## config.mk

```make
export PLATFORM = sky130hd
export DESIGN_NAME = clkdiv_duty
export DESIGN_NICKNAME = d
export VERILOG_FILES = /design/src/rtl/clkdiv_pkg.sv /design/src/rtl/clkdiv_cfg_latch.sv /design/src/rtl/clkdiv_phase_ctr.sv /design/src/rtl/clkdiv_half_ext.sv /design/src/rtl/clkdiv_duty.sv
export SDC_FILE = /design/constraint.sdc
export NUM_CORES = 1
export LEC_CHECK = 0
export ABC_AREA = 1
export BUFFER_PORTS_ARGS = -buffer_cell sky130_fd_sc_hd__buf_2
export CORE_MARGIN = 5
export CORE_UTILIZATION = 39
export CTS_BUF_LIST = sky130_fd_sc_hd__clkbuf_4 sky130_fd_sc_hd__clkbuf_8
export DETAILED_ROUTE_END_ITERATION = 8
export GPL_ROUTABILITY_DRIVEN = 0
export SLEW_MARGIN = 20
export SYNTH_ARGS = -nofsm -noshare
export SYNTH_HDL_FRONTEND = slang
export SYNTH_SLANG_ARGS = --single-unit
export TNS_END_PERCENT = 20
```

## constraint.sdc

```tcl
create_clock -name clk_in -period 1.55 [get_ports clk_in]
set_clock_uncertainty 0.05 [all_clocks]
set_input_delay 0.155 -clock clk_in [delete_from_list [all_inputs] [get_ports clk_in]]
set_output_delay 0.155 -clock clk_in [all_outputs]
set_load 0.1 [all_outputs]
```

## src/rtl/clkdiv_pkg.sv

```systemverilog
`timescale 1ns/1ps
// Package: types shared by the divider modules.
// Assumes: nothing beyond IEEE 1800-2017.
package clkdiv_pkg;
    // Which half of the output period the counter is timing.
    typedef enum logic {
        PH_LOW  = 1'b0,
        PH_HIGH = 1'b1
    } phase_t;
endpackage

```

## src/rtl/clkdiv_cfg_latch.sv

```systemverilog
`timescale 1ns/1ps
// Module: clkdiv_cfg_latch
// Holds the settings for the current output period. It converts raw count
// fields into effective lengths, with 0 meaning 2**CNT_W.
// Assumes: load is high only on the edge that begins a high phase.
module clkdiv_cfg_latch #(
    parameter int CNT_W = 8
) (
    input  logic               clk,
    input  logic               rst_n,
    input  logic               load,
    input  logic [CNT_W-1:0]   hi_raw,
    input  logic [CNT_W-1:0]   lo_raw,
    input  logic               odd_raw,
    output logic [CNT_W:0]     nxt_hi,
    output logic [CNT_W:0]     cur_hi,
    output logic [CNT_W:0]     cur_lo,
    output logic               cur_odd
);
    localparam int CW = CNT_W + 1;
    localparam logic [CW-1:0] FULL_RANGE = {1'b1, {CNT_W{1'b0}}};

    logic [CW-1:0] nxt_lo;

    // Map raw fields to effective lengths (zero wraps to full range).
    always_comb begin
        nxt_hi = (hi_raw == '0) ? FULL_RANGE : {1'b0, hi_raw};
        nxt_lo = (lo_raw == '0) ? FULL_RANGE : {1'b0, lo_raw};
    end

    // Capture one consistent setting set at each period start.
    always_ff @(posedge clk) begin
        if (!rst_n) begin
            cur_hi  <= CW'(1);
            cur_lo  <= CW'(1);
            cur_odd <= 1'b0;
        end else if (load) begin
            cur_hi  <= nxt_hi;
            cur_lo  <= nxt_lo;
            cur_odd <= odd_raw;
        end
    end

    // settings stay frozen between period starts.
    assert_hold_settings_R3: assert property (@(posedge clk) disable iff (!rst_n)
        !$past(load) |-> ($stable(cur_hi) && $stable(cur_lo) && $stable(cur_odd)));
endmodule

```

## src/rtl/clkdiv_phase_ctr.sv

```systemverilog
`timescale 1ns/1ps
// Module: clkdiv_phase_ctr
// Times the high and low phases with a down-counter and drives the
// rising-edge output register. It flags the period boundary to the latch.
// Assumes: nxt_hi and cur_lo are nonzero effective lengths.
module clkdiv_phase_ctr
    import clkdiv_pkg::*;
#(
    parameter int CNT_W = 8
) (
    input  logic             clk,
    input  logic             rst_n,
    input  logic [CNT_W:0]   nxt_hi,
    input  logic [CNT_W:0]   cur_lo,
    output logic             load,
    output logic             q,
    output logic [CNT_W:0]   remain
);
    localparam int CW = CNT_W + 1;

    phase_t phase;
    logic   last_cycle;

    // Decode the final cycle of a phase and the period boundary.
    always_comb begin
        last_cycle = (remain == CW'(1));
        load       = (phase == PH_LOW) && last_cycle;
    end

    // Advance the phase counter and the output register.
    always_ff @(posedge clk) begin
        if (!rst_n) begin
            phase  <= PH_LOW;
            remain <= CW'(1);
            q      <= 1'b0;
        end else if (load) begin
            phase  <= PH_HIGH;
            remain <= nxt_hi;
            q      <= 1'b1;
        end else if (phase == PH_HIGH && last_cycle) begin
            phase  <= PH_LOW;
            remain <= cur_lo;
            q      <= 1'b0;
        end else begin
            remain <= remain - CW'(1);
        end
    end

    // the output only falls after the last high cycle.
    assert_fall_ends_high_R2: assert property (@(posedge clk) disable iff (!rst_n)
        $fell(q) |-> ($past(phase) == PH_HIGH && $past(remain) == CW'(1)));

    // a reset edge always leaves the output register low.
    assert_reset_clears_R1: assert property (@(posedge clk)
        !rst_n |=> !q);
endmodule

```

## src/rtl/clkdiv_half_ext.sv

```systemverilog
`timescale 1ns/1ps
// Module: clkdiv_half_ext
// Copies the output register on the falling clock edge. ORing this copy
// with the original stretches the high phase by half a cycle.
// Assumes: the input is a register clocked on the rising edge of clk.
module clkdiv_half_ext (
    input  logic clk,
    input  logic rst_n,
    input  logic q_in,
    output logic q_late
);
    // Delay the rising-edge output by half a cycle.
    always_ff @(negedge clk) begin
        if (!rst_n) q_late <= 1'b0;
        else        q_late <= q_in;
    end
endmodule

```

## src/rtl/clkdiv_duty.sv

```systemverilog
`timescale 1ns/1ps
// Module: clkdiv_duty (top)
// Divides clk_in by hi_cnt + lo_cnt with a separately set high time. It
// offers an optional half-cycle high extension and a full bypass.
// Assumes: rst_n is synchronous to clk_in; bypass is changed while the
// consumer of clk_out tolerates a clock switch.
module clkdiv_duty #(
    parameter int CNT_W = 8
) (
    input  logic             clk_in,
    input  logic             rst_n,
    input  logic [CNT_W-1:0] hi_cnt,
    input  logic [CNT_W-1:0] lo_cnt,
    input  logic             bypass,
    input  logic             odd_sel,
    output logic             clk_out
);
    logic           load;
    logic           q;
    logic           q_late;
    logic           cur_odd;
    logic [CNT_W:0] nxt_hi;
    logic [CNT_W:0] cur_hi;
    logic [CNT_W:0] cur_lo;
    logic [CNT_W:0] remain;
    logic           div_clk;

    clkdiv_cfg_latch #(.CNT_W(CNT_W)) u_cfg (
        .clk     (clk_in),
        .rst_n   (rst_n),
        .load    (load),
        .hi_raw  (hi_cnt),
        .lo_raw  (lo_cnt),
        .odd_raw (odd_sel),
        .nxt_hi  (nxt_hi),
        .cur_hi  (cur_hi),
        .cur_lo  (cur_lo),
        .cur_odd (cur_odd)
    );

    clkdiv_phase_ctr #(.CNT_W(CNT_W)) u_ctr (
        .clk    (clk_in),
        .rst_n  (rst_n),
        .nxt_hi (nxt_hi),
        .cur_lo (cur_lo),
        .load   (load),
        .q      (q),
        .remain (remain)
    );

    clkdiv_half_ext u_half (
        .clk    (clk_in),
        .rst_n  (rst_n),
        .q_in   (q),
        .q_late (q_late)
    );

    // Pick the divided waveform, then the bypass path.
    always_comb begin
        div_clk = cur_odd ? (q | q_late) : q;
        clk_out = bypass ? clk_in : div_clk;
    end

    // each high phase starts with the length captured for that period.
    assert_rise_loads_hi_R3: assert property (@(posedge clk_in) disable iff (!rst_n)
        $rose(q) |-> (remain == cur_hi));
endmodule

```

==> metrics.txt, run 1 <==
gr ovfl total 0; gr usage total 0.1473; layout cells sized above 1 0.2300; PortBufs 20; Post-DP Area 0.001314 mm²; Syn Nets 190; initial core utilization 0.4103; Hold Crit Class in2reg; hold slack 0.02110 ns; Pleak 0.7729 nW; top routing layer in use met4; sequential element share of the synthesized area 0.3684; Yosys warning count 0; Reg clk slew, reported paths between 0.1 and 0.15 ns; Final Max Slew Viols 0; maximum vdd drop 0.001191 V; DP HPWL 1.974 mm; CTS tree yes; initial antenna violation count 0; Rel. slew slack 0.7832; RSZ-0062 raised after global routing yes; via count ~1200; Max Cap Viol 0; switching pwr 0.001373 W; Worst path top cell family by delay flip-flops; nets about 240; DR iter-0 viols 34; ANT nets after route 0; critical path cell sequence a21oi_2 > o21ai_4 > buf_12; Std-Cell Rows 19; Seq pwr share 0.298; Synth Instances around 170; met3 wire len 114 µm; Internal 0.001658 W; Logic pwr share 0.491; critical path peak fanout 1; fin cells ~240; worst setup margin -0.6297 ns; Hold Vio Cnt, Final 0; TritonRoute pass-1 iters 4; crit start category register; met2 WL post-DR 1.302 mm; CP arrival 1.97 ns; kind of critical path reg2out; Multi-input gate area around 600 µm²; DR vias/cell 4.746; syn_area_per_cell 6.792 µm²; endpoints failing setup 2; setup bufs post-CTS 0; core area around 0.0028 mm²; clk_lat worst skew 0.42 ns; diodes inserted 0; Slew @ Worst Pin 0.3222 ns; sw frac 0.4531; Routed WL 2.661 mm; slowest CP cell dfxtp_1; DR DRC count 0; critical path capture point type output pin; clock power share 0.211; FF+latch count, synth 21; pwr/cell area around 2000 mW/mm²; Largest stage delay, worst path 0.31 ns; status complete, but fails checks; Syn Std Cell Area 0.001141 mm²; Crit path buffers/inverters 1; fillcell total around 280; routed length per placed instance 10.91 µm; critical path data required time approximately 1.3 ns; first-pass GRT wire length 4.719 mm; DIE WIDTH 64.09 µm; FF+latch area 420.4 µm²; die area 0.004108 mm²; io pins 21; violated checks setup timing; Met1 Wirelength 1.173 mm; largest net degree at the start of global routing 20; Die Y-Extent ~64 µm; # placed instances 223; distinct cell type count after synthesis 24; area delta synth->final 33.77%; worst reg-to-reg setup slack 0.03 ns; vias in the first global route 1226; design area 0.001526 mm²
## flip-flops by register name, indices dropped and copies added, names as in the netlist
signal and cells:
u_ctr.remain 9, u_cfg.cur_lo 9, u_half.q_late 1, u_ctr.phase 1, u_cfg.cur_odd 1
## cells in the mapped netlist
| library cell | count | share of area |
|---|---|---|
| a21oi_1 | 6 | 0.026 |
| buf_8 | 1 | 0.013 |
| clkbuf_8 | 2 | 0.024 |
| dfxtp_1 | 21 | 0.37 |
| ha_1 | 2 | 0.022 |
| inv_1 | 20 | 0.066 |
| inv_2 | 5 | 0.016 |
| nand2_1 | 33 | 0.11 |
| nand2_2 | 2 | 0.011 |
| nand2_4 | 1 | 0.0099 |
| nand3_1 | 11 | 0.048 |
| nand3b_1 | 1 | 0.0066 |
| nand4_1 | 2 | 0.011 |
| nor2_1 | 35 | 0.12 |
| nor2_2 | 1 | 0.0055 |
| nor2_4 | 1 | 0.0099 |
| nor2_8 | 1 | 0.018 |
| nor4_1 | 2 | 0.011 |
| o211ai_1 | 3 | 0.020 |
| o21ai_0 | 7 | 0.031 |
| o21ai_1 | 7 | 0.031 |
| o21ai_2 | 2 | 0.015 |
| or2_1 | 1 | 0.0055 |
| xor2_1 | 1 | 0.0077 |
## final timing paths
check / from / to / depth (start not counted)
min: hi_cnt[7] / u_ctr.remain[7] / 5
min reg2reg: u_cfg.cur_lo[0] / u_cfg.cur_lo[0] / 2
max reg2reg: u_ctr.remain[1] / u_ctr.remain[5] / 10
max: u_half.q_late / clk_out / 3
## layout by cell type, fill, tap and decap left out, types with 2 or more instances in the layout
cell type / count
dfxtp_1: 21
clkbuf_4: 6
buf_2: 19
dlygate4sd3_1: 14
ha_1: 2
nand4_1: 2
nor4_1: 2
nor2_1: 35
nand2_1: 33
o21ai_2: 2
buf_4: 6
inv_1: 21
o211ai_1: 3
a21oi_1: 5
o21ai_1: 8
o21ai_0: 5
buf_12: 2
nand2_2: 2
inv_2: 5
nand3_1: 10
## power by group through the flow
stage	Combinational (W)	Sequential, W	Clock [W]
floorplan	0.00106	0.000900	0.000181
global placement	0.00141	0.000911	0.000195
global route	0.00170	0.000940	0.000692
CTS	0.00149	0.000905	0.000659
finish	0.00149	0.000904	0.000638
detailed placement	0.00145	0.000914	0.000195
## stage by stage
| step | setup TNS [ns] | setup slack [ns] | total power (W) | utilization |
|---|---|---|---|---|
| 3_3_place_gp | -0.3313 | -0.3313 | 0.002518 | 0.4723 |
| 4_1_cts | -0.6305 | -0.6304 | 0.003051 | 0.5470 |
| 5_1_grt | -0.9964 | -0.6826 | 0.003334 | 0.5488 |
| 2_1_floorplan | -0.3546 | -0.3546 | 0.002141 | - |
| 6_report | -0.6297 | -0.6297 | 0.003031 | 0.5488 |
| 3_5_place_dp | -0.3392 | -0.3392 | 0.002556 | 0.4723 |
## cell families after synthesis
| kind of cell | Yosys count | share of synthesized area |
|---|---|---|
| compound gates | 25 | 0.1228 |
| fa+ha+maj | 2 | 0.02193 |
| xor+xnor | 1 | 0.007677 |
| simple gates | 91 | 0.3597 |
| buf+inv | 28 | 0.1195 |
| flops | 21 | 0.3684 |
## metal layers
layer,vias up,GRT usage
met5,-,0
met4,0,0.1170
met1,501,0.1451
li1,624,-
met3,8,0.04904
met2,25,0.2500
## final cells by class
cell class,instances,share of cell area
clock buffer,7,0.04262
clock inverter,2,0.004918
inverter,24,0.05902
multi-input combinational,119,0.3959
sequential,21,0.2754
tap,31,0.02541
timing repair buffer,40,0.1967
## what timing repair did
item,in CTS,in global routing
resized for setup,5,2
hold endpoints to repair,15,0
hold buffers,14,0
endpoints found under the setup margin,3,13
pin swaps,0,1
## worst register-to-register path: stages (launching register included)
cell and delay [ns]:
dfxtp_1 0.32, inv_1 0.06, ha_1 0.18, nand2_1 0.10, nor2_4 0.13, nand2_4 0.11
nor2_8 0.14, buf_12 0.13, nand2_1 0.05, o211ai_1 0.09, nor2_1 0.05
(Power assumes the default switching activity.)
==> run 2: changes to the inputs <==
--- a/config.mk
+++ b/config.mk
@@ -7,11 +7,14 @@
 export LEC_CHECK = 0
 export ABC_AREA = 1
 export BUFFER_PORTS_ARGS = -buffer_cell sky130_fd_sc_hd__buf_2
+export CELL_PAD_IN_SITES_DETAIL_PLACEMENT = 0
+export CELL_PAD_IN_SITES_GLOBAL_PLACEMENT = 1
 export CORE_MARGIN = 5
 export CORE_UTILIZATION = 39
 export CTS_BUF_LIST = sky130_fd_sc_hd__clkbuf_4 sky130_fd_sc_hd__clkbuf_8
 export DETAILED_ROUTE_END_ITERATION = 8
 export GPL_ROUTABILITY_DRIVEN = 0
+export PLACE_DENSITY_LB_ADDON = 0.1
 export SLEW_MARGIN = 20
 export SYNTH_ARGS = -nofsm -noshare
 export SYNTH_HDL_FRONTEND = slang
==> metrics.txt, run 2 (same netlist as run 1, synthesis figures left out) <==
Std-Cell Rows 19 (unchanged); top routing layer in use met4; first-pass GRT wire length 4.623 mm (-2.0%); setup bufs post-CTS 0 (unchanged); gr ovfl total 0 (unchanged); via count 1174 (+1.4%); violated checks setup timing; PortBufs 20 (unchanged); Worst path top cell family by delay flip-flops; worst setup margin -0.6083 ns (+0.02145 ns); fin util 0.5493 (about the same); Hold Crit Class in2reg; crit start category register; most frequent cells in the layout nor2_1, nand2_1, inv_1; clk_lat worst skew 0.40 ns (-0.02 ns); critical path peak fanout 1 (unchanged); vias in the first global route 1171 (-4.5%); status complete, but fails checks; Max Cap Viol 0 (unchanged); DR vias/cell 4.792 (+0.97%); largest net degree at the start of global routing 20 (unchanged); total power 0.003007 W (-0.79%); Slew @ Worst Pin 0.3157 ns (-0.006524 ns); kind of critical path reg2out; ANT nets after route 0 (unchanged); initial core utilization 0.4103 (unchanged); critical path capture point type output pin; Met1 Wirelength 1.231 mm (+4.9%); Rel. slew slack 0.7876 (+0.004390); diodes inserted 0 (unchanged); area delta synth->final 33.88% (about the same); DP HPWL 2.057 mm (+4.2%); met3 wire len 120 µm (+5.3%); io pins 21 (unchanged); slowest CP cell dfxtp_2; pwr/cell area 1968 mW/mm² (-0.88%); critical path cell sequence a21oi_2 > o21ai_4 > buf_12; commonest non-fill, non-tap cell in the layout nor2_1; crit path from u_half.q_late; Routed WL 2.697 mm (+1.4%); CP arrival 1.95 ns (-0.02 ns); Final Max Slew Viols 0 (unchanged); DR DRC count 0 (unchanged); Die Y-Extent 64.09 µm (unchanged); hold_sp hi_cnt[7]; die area 0.004108 mm² (unchanged); routed length per placed instance 11.01 µm (+0.94%); layout cells sized above 1 0.2477 (+0.01762); Top Registers u_cfg.cur_lo (9), u_ctr.remain (9); Reg-to-Reg Start u_ctr.remain[1]; initial antenna violation count 0 (unchanged); DIE WIDTH 64.09 µm (unchanged); critical path data required time 1.34 ns (about the same); gr usage total 0.1397 (-0.007562); core area 0.002781 mm² (unchanged); DR iter-0 viols 52 (+53%); Pleak 0.7740 nW (+0.14%); Hold Vio Cnt, Final 0 (unchanged); nets 237 (+0.42%); maximum vdd drop 0.002067 V (+74%); Reg clk slew, reported paths 0.11 ns (about the same); endpoints failing setup 2 (unchanged); Largest stage delay, worst path 0.30 ns (about the same); met2 WL post-DR 1.327 mm (+1.9%); Crit path buffers/inverters 1 (unchanged); TritonRoute pass-1 iters 4 (unchanged); CTS tree yes; RSZ-0062 raised after global routing yes
-- run 2: area by class of cell --
type                    instances  area (µm²)
inverters                      24       90.09
multi-input cells             119       609.3
fillers                       271        1254
clock buffers                   7       65.06
flip-flops and latches         21       421.7
clock inverters                 2       7.507
repair buffers                 41       295.3
well taps                      31       38.79
-- run 2: layer usage --
metal  up-vias  GRT usage
li1        626          -
met2        26     0.2286
met4         0    0.07888
met5         -          0
met3         2    0.03327
met1       520     0.1665
-- run 2: worst min-delay path, stage by stage --
cell and delay (ns):
buf_2 0.10, inv_1 0.05, nand2_1 0.05, o211ai_1 0.08, nor2_1 0.04
-- run 2: final timing paths --
| check | to | slack [ns] | depth (start not counted) |
|---|---|---|---|
| max | clk_out | -0.61 | 3 |
| min | u_ctr.remain[7] | 0.05 | 5 |
| max reg2reg | u_ctr.remain[6] | 0.09 | 10 |
| min reg2reg | u_cfg.cur_lo[0] | 0.44 | 2 |
-- run 2: repair_timing --
action,CTS,global route
pin swaps,0,3
gates resized for setup,5,5
hold buffers,14,0
endpoints found under the setup margin,2,11
hold endpoints to repair,15,0
-- run 2: power breakdown --
| part | switching, W | internal [W] |
|---|---|---|
| Sequential | 0.000143 | 0.000767 |
| Combinational | 0.000863 | 0.000600 |
| Clock | 0.000363 | 0.000272 |
-- run 2: per-stage QoR --
stage          setup TNS (ns)  hold WS [ns]  std cells  area, µm²  setup slack (ns)
4_1_cts               -0.6188       0.03659        245       1516           -0.6188
2_1_floorplan         -0.3546        0.2313        168       1152           -0.3546
3_3_place_gp          -0.3291        0.3354        224       1309           -0.3291
6_report              -0.6083       0.05089        245       1528           -0.6083
5_1_grt               -0.7796       0.05876        245       1528           -0.6794
3_5_place_dp          -0.3358        0.3427        224       1309           -0.3358
==> run 3: changes to the inputs <==
--- a/config.mk
+++ b/config.mk
@@ -6,7 +6,7 @@
 export NUM_CORES = 1
 export LEC_CHECK = 0
 export ABC_AREA = 1
-export BUFFER_PORTS_ARGS = -buffer_cell sky130_fd_sc_hd__buf_2
+export BUFFER_PORTS_ARGS = -buffer_cell sky130_fd_sc_hd__buf_4
 export CELL_PAD_IN_SITES_DETAIL_PLACEMENT = 0
 export CELL_PAD_IN_SITES_GLOBAL_PLACEMENT = 1
 export CORE_MARGIN = 5
==> metrics.txt, run 3 (same netlist as run 1, synthesis figures left out) <==
RSZ-0062 raised after global routing yes; initial core utilization 0.4103 (unchanged); die area 0.004108 mm² (unchanged); pwr/cell area 1943 mW/mm² (-1.3%); maximum vdd drop 0.001775 V (-14%); R2R depth 9 (-1); diodes inserted 0 (unchanged); routed length per placed instance 11.67 µm (+6.0%); CP arrival 1.99 ns (+0.04 ns); DR vias/cell 4.713 (-1.6%); crit start category register; Routed WL 2.848 mm (+5.6%); dpl ws -0.2097 ns (+0.1262 ns); io pins 21 (unchanged); area delta synth->final 40.68%; critical path data required time 1.34 ns (about the same); critical path capture point type output pin; Largest stage delay, worst path 0.34 ns (+0.04 ns); Max Cap Viol 0 (unchanged); CTS tree yes; slowest CP cell dfxtp_2; Top Registers u_cfg.cur_lo (9), u_ctr.remain (9); final setup TNS -0.6449 ns (-0.03656 ns); Pleak 0.7880 nW (+1.8%); Reg-to-Reg Start u_ctr.remain[1]; Hold Crit Class in2reg; # placed instances 222 (-0.89%); Hold Path Depth 5 (unchanged); DR DRC count 0 (unchanged); DP HPWL 2.036 mm (-1.0%); TritonRoute pass-1 iters 4 (unchanged); crit path from u_half.q_late; layout cells sized above 1 0.2723 (+0.02464); largest net degree at the start of global routing 20 (unchanged); PortBufs 20 (unchanged); clk_lat worst skew 0.41 ns (about the same); kind of critical path reg2out; Std-Cell Rows 19 (unchanged); nets 236 (-0.42%); worst setup margin -0.6449 ns (-0.03656 ns); Reg-to-Reg End u_cfg.cur_lo[7]; hold_sp hi_cnt[7]; Worst path top cell family by delay flip-flops; gr ovfl total 0 (unchanged); core area 0.002781 mm² (unchanged); gr usage total 0.1472 (+0.007509); fin cells 244 (-0.41%); Die Y-Extent 64.09 µm (unchanged); via count 1150 (-2.0%); first-pass GRT wire length 4.788 mm (+3.6%); status complete, but fails checks; vias in the first global route 1137 (-2.9%); violated checks setup timing; DIE WIDTH 64.09 µm (unchanged); CP Capture Point clk_out; initial antenna violation count 0 (unchanged); critical path cell sequence a21oi_4 > o21ai_4 > buf_12; Crit path buffers/inverters 1 (unchanged); endpoints failing setup 2 (unchanged); total power 0.003119 W (+3.7%); critical path peak fanout 1 (unchanged); fillcell total 266 (-1.8%); Reg clk slew, reported paths 0.11 ns (about the same); WP depth 3 (unchanged); Slew @ Worst Pin 0.3416 ns (+0.02590 ns); Hold Vio Cnt, Final 0 (unchanged); Rel. slew slack 0.7702 (-0.01742); ANT nets after route 0 (unchanged); DR iter-0 viols 71 (+37%); worst reg-to-reg setup slack 0.07 ns (-0.02 ns); Final Max Slew Viols 0 (unchanged); most frequent cells in the layout nand2_1, nor2_1, buf_4
run 3: how the worst min path moves through the flow:
| stage | end | slack, ns |
|---|---|---|
| floorplan | u_ctr.remain[0] | 0.23 |
| global placement | u_cfg.cur_lo[0] | 0.33 |
| detailed placement | u_cfg.cur_lo[0] | 0.33 |
| CTS | u_ctr.remain[7] | 0.03 |
| global route | u_ctr.remain[7] | 0.06 |
| finish | u_ctr.remain[7] | 0.04 |
run 3: per-layer routing:
layer | GRT usage | vias to the layer above | share of wire
li1 | - | 621 | -
met1 | 0.1812 | 502 | 0.47
met2 | 0.2362 | 23 | 0.48
met3 | 0.02802 | 4 | 0.027
met4 | 0.08906 | 0 | 0.014
met5 | 0 | - | 0
run 3: power by group:
group / internal, W / switching (W)
Combinational: 0.000630 / 0.000911
Sequential: 0.000770 / 0.000154
Clock: 0.000296 / 0.000359
run 3: repair_timing:
item / in CTS / in global routing
gates resized for setup: 5 / 13
hold buffers: 14 / 0
endpoints found under the setup margin: 2 / 20
buffers inserted: 0 / 1
endpoints found under the hold margin: 16 / 0
pin swaps: 0 / 3
run 3: tightest hold or removal path, stage by stage:
cell      delay (ns)
buf_4           0.08
inv_1           0.03
nand2_1         0.05
o211ai_1        0.07
nor2_1          0.08
run 3: cell type report:
type / count / area [µm²] / area share
clock buffer: 8 / 72.57 / 0.04521
clock inverter: 1 / 3.754 / 0.002338
inverter: 24 / 92.59 / 0.05768
multi-input combinational: 119 / 635.6 / 0.3959
sequential: 21 / 422.9 / 0.2634
tap: 31 / 38.79 / 0.02416
timing repair buffer: 40 / 339.1 / 0.2112
run 3: through the flow:
stage	hold WS (ns)	cell area, µm²	utilization
3_3_place_gp	0.3309	1344	0.4831
4_1_cts	0.02863	1554	0.5587
3_5_place_dp	0.3340	1344	0.4831
5_1_grt	0.05787	1605	0.5771
6_report	0.03908	1605	0.5771
2_1_floorplan	0.2313	1152	-
